===== config.mk =====
export PLATFORM = sky130hd
export DESIGN_NAME = srfifo_top
export DESIGN_NICKNAME = d
export VERILOG_FILES = /design/src/rtl/srfifo_pkg.sv /design/src/rtl/srfifo_slice.sv /design/src/rtl/srfifo_ctrl.sv /design/src/rtl/srfifo_top.sv
export SDC_FILE = /design/constraint.sdc
export NUM_CORES = 1
export LEC_CHECK = 0
export ABC_CLOCK_PERIOD_IN_PS = 6300
export BUFFER_PORTS_ARGS = -buffer_cell sky130_fd_sc_hd__buf_2
export CAP_MARGIN = 15
export CORE_UTILIZATION = 50
export CTS_BUF_LIST = sky130_fd_sc_hd__clkbuf_4 sky130_fd_sc_hd__clkbuf_8 sky130_fd_sc_hd__clkbuf_16
export CTS_CLUSTER_SIZE = 28
export DETAILED_ROUTE_END_ITERATION = 16
export PLACE_DENSITY = 0.67
export SLEW_MARGIN = 20
export SYNTH_ARGS = -nofsm -noshare
export SYNTH_HDL_FRONTEND = slang
export SYNTH_SLANG_ARGS = --single-unit

===== constraint.sdc =====
create_clock -name clk -period 6.3 [get_ports clk]
set_input_delay 0.945 -clock clk [delete_from_list [all_inputs] [get_ports clk]]
set_output_delay 0.945 -clock clk [all_outputs]
set_load 0.05 [all_outputs]

===== src/rtl/srfifo_pkg.sv =====
package srfifo_pkg;

    typedef enum logic [1:0] {
        ST_EMPTY   = 2'd0,
        ST_HOLDING = 2'd1,
        ST_FULL    = 2'd2
    } fill_state_t;

    typedef enum logic [1:0] {
        OP_IDLE = 2'd0,
        OP_INC  = 2'd1,
        OP_DEC  = 2'd2,
        OP_SWAP = 2'd3
    } occ_op_t;

endpackage


===== src/rtl/srfifo_slice.sv =====
// One bit lane: fixed insertion at place 0, addressable tap on the read side.
module srfifo_slice #(
    parameter int DEPTH = 16,
    parameter int AW    = 4
) (
    input  logic          clk,
    input  logic          shift_en,
    input  logic          din,
    input  logic [AW-1:0] tap_sel,
    output logic          dout
);

    logic [DEPTH-1:0] lane_q;

    // Storage carries no reset: contents are only meaningful under the count.
    always_ff @(posedge clk) begin
        if (shift_en) begin
            lane_q <= {lane_q[DEPTH-2:0], din};
        end
    end

    assign dout = lane_q[tap_sel];

endmodule


===== src/rtl/srfifo_ctrl.sv =====
// Occupancy counter plus fill-state machine. The count resets to all ones.
module srfifo_ctrl
    import srfifo_pkg::*;
#(
    parameter int DEPTH = 16,
    parameter int AW    = 4,
    parameter int CW    = AW + 1
) (
    input  logic          clk,
    input  logic          rst,
    input  logic          push,
    input  logic          pop,
    output logic          shift_en,
    output logic [CW-1:0] occ_cnt,
    output logic [AW-1:0] tap_sel,
    output logic          empty,
    output logic          full
);

    localparam logic [CW-1:0] CNT_EMPTY = {CW{1'b1}};
    localparam logic [CW-1:0] CNT_TOP   = CW'(DEPTH - 1);
    localparam logic [CW-1:0] CNT_PRE   = CW'(DEPTH - 2);
    localparam logic [CW-1:0] CNT_ONE   = CW'(1);

    fill_state_t state_q, state_d;
    occ_op_t     op;
    logic [CW-1:0] cnt_q, cnt_d;
    logic push_ok, pop_ok;

    // Acceptance: a push into FULL only goes through when paired with a pop.
    always_comb begin
        pop_ok  = pop  && (state_q != ST_EMPTY);
        push_ok = push && ((state_q != ST_FULL) || pop);
        unique case ({push_ok, pop_ok})
            2'b11:   op = OP_SWAP;
            2'b10:   op = OP_INC;
            2'b01:   op = OP_DEC;
            default: op = OP_IDLE;
        endcase
    end

    // Single-level count update: hold, +1 or -1.
    always_comb begin
        unique case (op)
            OP_INC:  cnt_d = cnt_q + CNT_ONE;
            OP_DEC:  cnt_d = cnt_q - CNT_ONE;
            default: cnt_d = cnt_q;
        endcase
    end

    // Next-state logic.
    always_comb begin
        state_d = state_q;
        unique case (state_q)
            ST_EMPTY: begin
                if (op == OP_INC) state_d = ST_HOLDING;
            end
            ST_HOLDING: begin
                if (op == OP_INC && cnt_q == CNT_PRE)
                    state_d = ST_FULL;
                else if (op == OP_DEC && cnt_q == '0)
                    state_d = ST_EMPTY;
            end
            ST_FULL: begin
                if (op == OP_DEC) state_d = ST_HOLDING;
            end
            default: state_d = ST_EMPTY;
        endcase
    end

    // State and count registers.
    always_ff @(posedge clk) begin
        if (rst) begin
            state_q <= ST_EMPTY;
            cnt_q   <= CNT_EMPTY;
        end else begin
            state_q <= state_d;
            cnt_q   <= cnt_d;
        end
    end

    // Outputs.
    always_comb begin
        empty = 1'b0;
        full  = 1'b0;
        unique case (state_q)
            ST_EMPTY: empty = 1'b1;
            ST_FULL:  full  = 1'b1;
            default: ;
        endcase
        shift_en = push_ok;
        occ_cnt  = cnt_q;
        tap_sel  = cnt_q[AW-1:0];
    end

    // Keep CNT_TOP referenced for readability of the full encoding.
    logic unused_top;
    assign unused_top = ^CNT_TOP;

endmodule


===== src/rtl/srfifo_top.sv =====
module srfifo_top #(
    parameter int WIDTH = 8,
    parameter int DEPTH = 16
) (
    input  logic             clk,
    input  logic             rst,
    input  logic             push,
    input  logic [WIDTH-1:0] wr_data,
    input  logic             pop,
    output logic [WIDTH-1:0] rd_data,
    output logic             empty,
    output logic             full
);

    localparam int AW = $clog2(DEPTH);
    localparam int CW = AW + 1;

    logic          shift_en;
    logic [CW-1:0] occ_cnt;
    logic [AW-1:0] tap_sel;

    srfifo_ctrl #(
        .DEPTH (DEPTH),
        .AW    (AW),
        .CW    (CW)
    ) u_ctrl (
        .clk      (clk),
        .rst      (rst),
        .push     (push),
        .pop      (pop),
        .shift_en (shift_en),
        .occ_cnt  (occ_cnt),
        .tap_sel  (tap_sel),
        .empty    (empty),
        .full     (full)
    );

    for (genvar b = 0; b < WIDTH; b++) begin : g_lane
        srfifo_slice #(
            .DEPTH (DEPTH),
            .AW    (AW)
        ) u_slice (
            .clk      (clk),
            .shift_en (shift_en),
            .din      (wr_data[b]),
            .tap_sel  (tap_sel),
            .dout     (rd_data[b])
        );
    end

endmodule


==> results.py, run 1 <==
metrics = {
    "timing": {
        "hold_violations": 0,
        "maxSlewViolCount": 0,
        "fmax_mhz": 270.6,
        "finalCritPeriodShare_pct": 58.66,
        "fin_tns_setup_ns": 0,
        "setup_violations": 0,
        "tightestPinTransition_ns": 1.048,
        "max_slew_margin_pct": 30.14,
        "clock_skew_ns": 0.01065,
        "finalCriticalPeriod_ns": 3.696,
        "rsz0062_at_grt": "false",
    },
    "clocking": {
        "htreeDepth": 4,
        "holdBufCountCts": 0,
        "cts.sinks": 135,
        "clock_path_buffers": 2,
        "clk_pin_slew_worst_paths_ns": 0.06,
        "clk_latency_ns": 0.51,
        "cts_resized": 0,
        "post-cts-setup-buffers": 0,
        "cts_buffers": 17,
        "cts_tree": "yes",
        "root_buffer": "clkbuf_8",
    },
    "routing": {
        "drtPass1Iterations": 4,
        "drtAntennaViolNets": 0,
        "routedWlPerCell_microns": 19.35,
        "drtIter0Drc": 174,
        "drt_drc_violations_left": 0,
        "vias": 2570,
        "routed_wl_microns": 8534,
        "vias_per_cell": 5.828,
    },
    "synthesis": {
        "ys_seq_area_share_pct": 72.54,
        "synthCells": 273,
        "synth_fp_nets": 289,
        "syn_area_per_cell_sq_um": 20.12,
        "synth_area_sq_um": 5492,
        "ys.warnings.count": 0,
        "ys_ff_latch": 135,
        "synth.distinct_cells": 37,
    },
    "floorplan": {
        "die_y_microns": 106.8,
        "die_width_microns": 106.8,
        "start_util_pct": 52.26,
        "core_region_area_sq_um": 10510,
        "die_area_sq_um": 11410,
        "io-pin-count": 22,
        "rows": 37,
    },
    "pwr": {
        "swShare_pct": 25.09,
        "power.total_mw": 2.439,
        "p_comb_share_pct": 14.0,
        "p_clk_share_pct": 41.2,
        "p_seq_share_pct": 44.8,
        "p_int_mw": 1.827,
        "p_leak_nw": 2.243,
        "switchingPower_mw": 0.6119,
        "p_per_area_nw_per_um2": 391.6,
        "peakVddDrop_uv": 299.1,
    },
    "critical_path": {
        "crit_required_ns": 5.35,
        "worstSetupEndpointType": "primary output",
        "critical_path_class": "flip-flop to primary output",
        "critical_path_arrival_ns": 2.75,
        "worstSetupStartpointType": "flip-flop",
        "crit_fanout": 25,
    },
    "placement": {
        "placedCellCount": 409,
        "io_buffer_count": 21,
        "place.gp.congestion": 0.7243,
        "dp_hpwl_microns": 4947,
    },
    "layout": {
        "antenna_cells": 0,
        "stdcell_count": 441,
        "fin_nets": 308,
        "layout_common_cells": "edfxtp_1, mux4_1, buf_2, o22ai_1, clkbuf_16",
        "multi_input_area_sq_um": 1320,
        "drive_gt1_share_pct": 20.98,
        "fillers": 730,
        "area_growth_pct": 13.42,
        "seq_area_sq_um": 3985,
        "final_common_cell": "edfxtp_1",
    },
    "grt": {
        "antenna_found_initial": 0,
        "grt_pass1_vias": 2547,
        "grt_pass1_wl_microns": 13490,
        "grt_remaining_overflow": 0,
        "grt.total_usage_pct": 16.62,
        "grt_max_degree": 86,
    },
    "min_path": {
        "hold_class": "flip-flop to flip-flop",
    },
    "status": {
        "status": "finished, final reports clean",
    },
    "run": {
        "maxCapViolCount": 0,
    },
}
-- worst paths after layout --
kind                                                             from                                     end  slack, ns  cells past startpoint
worst max-delay path                   u_ctrl.occ_cnt[0]$_SDFFE_PP1P_                              rd_data[2]       2.60                      5
worst min register to register  g_lane[6].u_slice.lane_q[9]$_DFFE_PP_  g_lane[6].u_slice.lane_q[10]$_DFFE_PP_       0.43                      0
worst max register to register         u_ctrl.state_q[0]$_SDFFE_PP0P_          u_ctrl.occ_cnt[4]$_SDFFE_PP1P_       3.66                      9
worst min-delay path            g_lane[6].u_slice.lane_q[9]$_DFFE_PP_  g_lane[6].u_slice.lane_q[10]$_DFFE_PP_       0.43                      0
-- flip-flops by register name, summed over array words and instances (netlist names) --
register / flops
g_lane.u_slice.lane_q: 128
u_ctrl.state_q: 2
u_ctrl.occ_cnt: 5
-- worst max-delay path, cell delays in order (launching register included) --
cell and delay, ns:
dfxtp_2 0.56, buf_4 0.48, mux4_1 0.66, o22ai_1 0.25, nor2_1 0.08, buf_2 0.21
-- cell type report --
class                   instances  share of cell area, %
repair buffers                 24                  2.049
flip-flops and latches        135                  63.98
clock buffers                  19                  6.890
well taps                     136                  2.732
multi-input cells             110                  21.19
inverters                       4                 0.2812
clock inverters                13                  2.873
-- kinds of logic (layout without fill, tap and decap cells) --
group	Yosys count	count (layout)	share of synthesized area, %
adders and majority gates	4	4	0.9114
DFF	135	135	72.54
buffers and inverters	28	60	3.417
AOI/OAI and AO/OA	31	31	3.532
muxes	34	34	15.20
and+or+nand+nor	37	37	3.760
xor gates and xnor gates	4	4	0.6381
-- per-layer routing --
layer | share of wire, % | wire length, microns | global-route usage, % | vias up
li1 | - | - | - | 1177
met1 | 49 | 4168 | 23.99 | 1330
met4 | 1.3 | 110 | 7.339 | 0
met5 | 0 | 0 | 0 | -
met3 | 4.1 | 354 | 5.775 | 7
met2 | 46 | 3901 | 22.95 | 56
-- cells in the mapped netlist --
cell      number  area [sq um]
nor2_1        13         48.80
nor3_1         4         20.02
a211o_1        1         8.760
ha_1           4         50.05
mux4_2         7         157.7
and3b_1        1         8.760
or2_2          1         6.260
o21ai_0        4         20.02
o31ai_1        1         7.510
a22oi_1        1         7.510
buf_2          8         40.04
a21oi_1        4         20.02
nand3_1        1         5.000
nor3b_1        2         15.01
a21o_1         1         7.510
mux4_1        25         656.9
o22ai_1       17         106.4
nor4b_1        3         26.28
buf_8          1         15.01
mux2i_1        2         20.02
buf_12         1         20.02
xnor2_1        1         8.760
edfxtp_1     128          3844
or3b_1         1         8.760
a31oi_1        1         6.260
nor2b_1        3         18.77
or2b_1         1         7.510
dfxtp_1        7         140.1
nand4_1        1         6.260
nand2_1        1         3.750
buf_4          8         60.06
nand2b_1       5         31.28
buf_6          2         22.52
inv_1          4         15.01
xor2_1         3         26.28
clkbuf_1       4         15.01
a221o_1        1         10.01
-- power by group through the flow --
stage / sequential (mW) / clock [mW] / combinational [mW]
floorplan: 1.08 / 0 / 0.330
global placement: 1.11 / 0 / 0.341
detailed placement: 1.11 / 0 / 0.341
CTS: 1.09 / 1.03 / 0.343
global route: 1.10 / 1.06 / 0.362
finish: 1.09 / 1.01 / 0.342
-- metrics by stage --
step           instance area [sq um]  setup slack [ns]  hold slack, ns  utilization [%]
3_5_place_dp                    5620             3.101          0.4270            53.48
2_1_floorplan                   5492             1.356          0.4172                -
3_3_place_gp                    5620             3.124          0.4193            53.48
4_1_cts                         6228             2.559          0.4352            59.27
5_1_grt                         6228             2.403          0.4443            59.27
6_report                        6228             2.604          0.4339            59.27
Power figures use the tool's default switching activity.
==> run 2: changes to the inputs <==
Settings changed: ABC_CLOCK_PERIOD_IN_PS 6300 to 3200, PLACE_DENSITY 0.67 to 0.69.
Clock period 6.3 ns to 3.2 ns, I/O delays scaled along.
==> run 2 against run 1 <==
Effect of this change:
- worst hold slack lost 0.31 ns
- power increased by 93%
- critical path depth unchanged
- combinational power increased by 110%
- clock-buffer cell count down 1
- final cell count rose by 0.91%
- flip-flop and latch count did not move
- worst setup slack got worse by 2.2 ns
- largest power group unchanged
==> results.py, run 2 (synthesized netlist as in run 1, its figures left out) <==
metrics = {
    "timing": {
        "finalCritPeriodShare_pct": 88.79,
        "finalCriticalPeriod_ns": 2.841,
        "tightestPinTransition_ns": 0.6798,
        "setup_violations": 0,
        "hold_ws_ns": 0.1262,
        "maxSlewViolCount": 0,
        "clock_skew_ns": 0.005605,
        "max_slew_margin_pct": 54.62,
        "hold_violations": 0,
        "fmax_mhz": 351.9,
        "rsz0062_at_grt": "false",
    },
    "grt": {
        "grt_remaining_overflow": 0,
        "grt.total_usage_pct": 16.94,
        "grt_max_degree": 129,
        "grt_pass1_wl_microns": 13810,
        "antenna_found_initial": 0,
        "grt_pass1_vias": 2540,
    },
    "placement": {
        "place.gp.congestion": 0.7565,
        "placed_cell_area_sq_um": 5698,
        "dp_hpwl_microns": 5169,
        "io_buffer_count": 21,
    },
    "clocking": {
        "htreeDepth": 4,
        "post-cts-setup-buffers": 0,
        "clock_path_buffers": 2,
        "cts_resized": 0,
        "clk_pin_slew_worst_paths_ns": 0.06,
        "root_buffer": "clkbuf_8",
        "cts_buffers": 17,
        "clk_latency_ns": 0.52,
        "cts.sinks": 135,
        "holdBufCountCts": 0,
        "cts_tree": "yes",
    },
    "routing": {
        "vias": 2572,
        "drtPass1Iterations": 4,
        "drtAntennaViolNets": 0,
        "drtIter0Drc": 137,
        "routed_wl_microns": 8535,
        "vias_per_cell": 5.780,
        "routedWlPerCell_microns": 19.18,
        "drt_drc_violations_left": 0,
    },
    "floorplan": {
        "io-pin-count": 22,
        "die_width_microns": 106.8,
        "core_region_area_sq_um": 10510,
        "die_area_sq_um": 11410,
        "die_y_microns": 106.8,
        "start_util_pct": 52.26,
        "rows": 37,
    },
    "min_path": {
        "hold_class": "input port to flip-flop",
        "min_from": "wr_data[0]",
        "min_to": "g_lane[0].u_slice.lane_q[0]$_DFFE_PP_",
        "min_path_cells": 1,
    },
    "pwr": {
        "power.total_mw": 4.703,
        "p_leak_nw": 2.262,
        "p_int_mw": 3.463,
        "p_comb_share_pct": 15.0,
        "p_per_area_nw_per_um2": 750.4,
        "switchingPower_mw": 1.240,
        "p_clk_share_pct": 39.4,
        "p_seq_share_pct": 45.6,
        "peakVddDrop_uv": 467.0,
        "swShare_pct": 26.37,
    },
    "critical_path": {
        "rrSetupSlack_ns": 0.89,
        "worstSetupEndpointType": "primary output",
        "critical_path_class": "flip-flop to primary output",
        "r2r_end": "u_ctrl.occ_cnt[4]$_SDFFE_PP1P_",
        "reg2reg_from": "u_ctrl.state_q[1]$_SDFFE_PP0P_",
        "crit_required_ns": 2.72,
        "r2r_cells": 9,
        "crit_fanout": 17,
        "critical_path_arrival_ns": 2.36,
        "worstSetupStartpointType": "flip-flop",
    },
    "layout": {
        "final_common_cell": "edfxtp_1",
        "fin_nets": 312,
        "largest_register_ffs": 128,
        "fin_area_sq_um": 6267,
        "area_growth_pct": 14.13,
        "drive_gt1_share_pct": 23.62,
        "layout_common_cells": "edfxtp_1, mux4_1, buf_2, o22ai_1, clkbuf_16",
        "fillers": 728,
        "regMostFlops": "g_lane.u_slice.lane_q",
        "antenna_cells": 0,
        "final_core_util_pct": 59.64,
    },
    "run": {
        "maxCapViolCount": 0,
    },
    "status": {
        "status": "finished, final reports clean",
    },
}
[run 2: power groups by stage]
stage | logic, mW | registers, mW | clock network (mW)
after CTS | 0.712 | 2.15 | 1.89
after detailed placement | 0.708 | 2.18 | 0
after global routing | 0.752 | 2.16 | 1.96
final | 0.705 | 2.14 | 1.85
after floorplan | 0.655 | 2.13 | 0
after global placement | 0.702 | 2.17 | 0
[run 2: worst max-delay path by stage]
stage | from | to | slack (ns) | cells after the start
finish | u_ctrl.occ_cnt[2]$_SDFFE_PP1P_ | rd_data[0] | 0.36 | 5
global route | u_ctrl.occ_cnt[2]$_SDFFE_PP1P_ | rd_data[0] | 0.21 | 5
CTS | u_ctrl.occ_cnt[2]$_SDFFE_PP1P_ | rd_data[4] | 0.31 | 5
detailed placement | pop | u_ctrl.occ_cnt[4]$_SDFFE_PP1P_ | 0.76 | 10
global placement | pop | u_ctrl.occ_cnt[4]$_SDFFE_PP1P_ | 0.83 | 10
floorplan | u_ctrl.state_q[0]$_SDFFE_PP0P_ | u_ctrl.occ_cnt[4]$_SDFFE_PP1P_ | -0.63 | 8
[run 2: worst max-delay path, stage by stage, from the launching register on]
cell and delay [ns]:
dfxtp_1 0.76, buf_4 0.31, mux4_1 0.30, o22ai_1 0.20, nor2_1 0.06, buf_2 0.21
[run 2: area by class of cell]
cell class,count,area (sq um),share of cell area (%)
inverter,4,18.77,0.2995
multi-input combinational,110,1339,21.36
timing repair buffer,28,182.7,2.915
clock inverter,14,147.6,2.356
sequential,135,3988,63.63
tap,136,170.2,2.715
clock buffer,18,421.7,6.728
[run 2: routing by layer]
metal	global-route usage [%]	wire length, microns
met3	6.383	372
met2	23.96	4012
met4	6.751	118
met1	23.88	4031
met5	0	0
[run 2: through the flow]
stage                     TNS (ns)  cells  setup slack, ns
final                            0    445           0.3586
after global routing             0    445           0.2084
after CTS                        0    445           0.3131
after detailed placement         0    413           0.7642
after global placement           0    413           0.8330
after floorplan             -2.367    273          -0.6296
==> run 3: changes to the inputs <==
Settings changed: ABC_CLOCK_PERIOD_IN_PS 3200 to 3000, CORE_ASPECT_RATIO set to 1.75, PLACE_DENSITY 0.69 to 0.67.
Clock period 3.2 ns to 3 ns, I/O delays scaled along.
==> run 3 against run 2 <==
Effect of this change:
- combinational power rose by 2%
- highest routed layer unchanged
- die area rose by 0.14%
- clock skew rose by 0.0055 ns
- sequential share of layout area rose by 0.10 points
- cell area fell by 0.16%
- global-route usage rose by 1.2 points
- final cell count fell by 2.0%
- non-clock buffer count fell by 3
- power rose by 8.1%
- wire length rose by 4.2%
- register-to-register slack got worse by 0.22 ns
- sequential power rose by 7%
==> results.py, run 3 (synthesized netlist as in run 1, its figures left out) <==
metrics = {
    "pwr": {
        "peakVddDrop_uv": 479.3,
        "p_per_area_nw_per_um2": 812.2,
        "power.total_mw": 5.082,
        "p_leak_nw": 2.250,
    },
    "timing": {
        "clock_skew_ns": 0.01107,
        "finalCriticalPeriod_ns": 2.782,
        "rsz0062_at_grt": "false",
        "fin_tns_setup_ns": 0,
        "max_slew_margin_pct": 52.01,
        "maxSlewViolCount": 0,
        "setup_violations": 0,
        "finalCritPeriodShare_pct": 92.74,
        "fmax_mhz": 359.4,
        "hold_violations": 0,
        "hold_ws_ns": 0.2123,
        "tightestPinTransition_ns": 0.7199,
    },
    "placement": {
        "placed_cell_area_sq_um": 5668,
        "io_buffer_count": 21,
        "dp_hpwl_microns": 4984,
        "placedCellCount": 404,
        "place.gp.congestion": 0.7533,
    },
    "critical_path": {
        "worstSetupStartpointType": "flip-flop",
        "worstSetupEndpointType": "primary output",
        "critical_path_arrival_ns": 2.33,
        "critical_path_class": "flip-flop to primary output",
        "crit_fanout": 24,
        "crit_required_ns": 2.55,
    },
    "routing": {
        "routed_wl_microns": 8896,
        "vias": 2584,
        "drt_drc_violations_left": 0,
        "drtAntennaViolNets": 0,
        "drtIter0Drc": 187,
        "drtPass1Iterations": 5,
        "vias_per_cell": 5.927,
        "routedWlPerCell_microns": 20.40,
    },
    "min_path": {
        "hold_class": "input port to flip-flop",
    },
    "grt": {
        "grt_remaining_overflow": 0,
        "grt_pass1_vias": 2664,
        "grt_max_degree": 129,
        "grt.total_usage_pct": 18.14,
        "grt_pass1_wl_microns": 14590,
        "antenna_found_initial": 0,
    },
    "floorplan": {
        "start_util_pct": 51.33,
        "die_area_sq_um": 11420,
        "rows": 50,
        "die_width_microns": 81.22,
        "core_region_area_sq_um": 10700,
        "io-pin-count": 22,
        "die_y_microns": 140.6,
    },
    "clocking": {
        "holdBufCountCts": 0,
        "post-cts-setup-buffers": 0,
        "clock_path_buffers": 2,
        "clk_latency_ns": 0.41,
        "root_buffer": "clkbuf_16",
        "cts_tree": "yes",
        "cts_buffers": 17,
        "clk_pin_slew_worst_paths_ns": 0.06,
        "cts_resized": 0,
        "htreeDepth": 4,
        "cts.sinks": 135,
    },
    "layout": {
        "stdcell_count": 436,
        "fin_area_sq_um": 6257,
        "drive_gt1_share_pct": 21.90,
        "fillers": 797,
        "fin_nets": 309,
        "largest_register_ffs": 128,
        "layout_common_cells": "edfxtp_1, mux4_1, buf_2, o22ai_1, clkbuf_16",
        "regMostFlops": "g_lane.u_slice.lane_q",
        "antenna_cells": 0,
        "area_growth_pct": 13.94,
        "final_common_cell": "edfxtp_1",
    },
    "status": {
        "status": "finished, final reports clean",
    },
    "run": {
        "maxCapViolCount": 0,
    },
}
run 3: worst max-delay path, stage by stage, from the launching register on:
cell and delay (ns):
dfxtp_2 0.59, buf_12 0.26, mux4_1 0.59, o22ai_1 0.18, nor2_1 0.07, buf_2 0.21
run 3: metal layers:
layer | GRT usage [%] | share of wire, % | up-vias
li1 | - | - | 1176
met1 | 24.53 | 43 | 1341
met2 | 27.91 | 52 | 56
met3 | 5.049 | 3.5 | 11
met4 | 7.049 | 1.6 | 0
met5 | 0 | 0 | -
run 3: path summary, 6_finish.rpt:
path / start / endpoint / slack, ns / cells after the start
hold reg to reg: g_lane[2].u_slice.lane_q[5]$_DFFE_PP_ / g_lane[2].u_slice.lane_q[6]$_DFFE_PP_ / 0.44 / 0
hold / removal: wr_data[6] / g_lane[6].u_slice.lane_q[0]$_DFFE_PP_ / 0.21 / 1
setup / recovery: u_ctrl.occ_cnt[0]$_SDFFE_PP1P_ / rd_data[3] / 0.22 / 5
setup reg to reg: u_ctrl.state_q[1]$_SDFFE_PP0P_ / u_ctrl.occ_cnt[4]$_SDFFE_PP1P_ / 0.67 / 9
run 3: layout make-up:
cell class	instances	area [sq um]	share of cell area, %
clock buffers	18	432.9	6.919
flip-flops and latches	135	3988	63.73
clock inverters	14	156.4	2.500
repair buffers	25	160.2	2.559
inverters	4	18.77	0.2999
well taps	130	162.7	2.599
multi-input cells	110	1339	21.40
run 3: metrics by stage:
stage / util [%] / worst slack, ns
floorplan: - / -0.8296
global placement: 52.98 / 0.6166
detailed placement: 52.98 / 0.5955
CTS: 58.49 / 0.1828
global route: 58.49 / 0.08949
finish: 58.49 / 0.2178
run 3: power by group:
group          internal [mW]  total [mW]  switching, mW
clock                   1.30        2.06          0.759
combinational          0.285       0.720          0.435
sequential              2.20        2.30         0.0990
total                   3.79        5.08           1.29
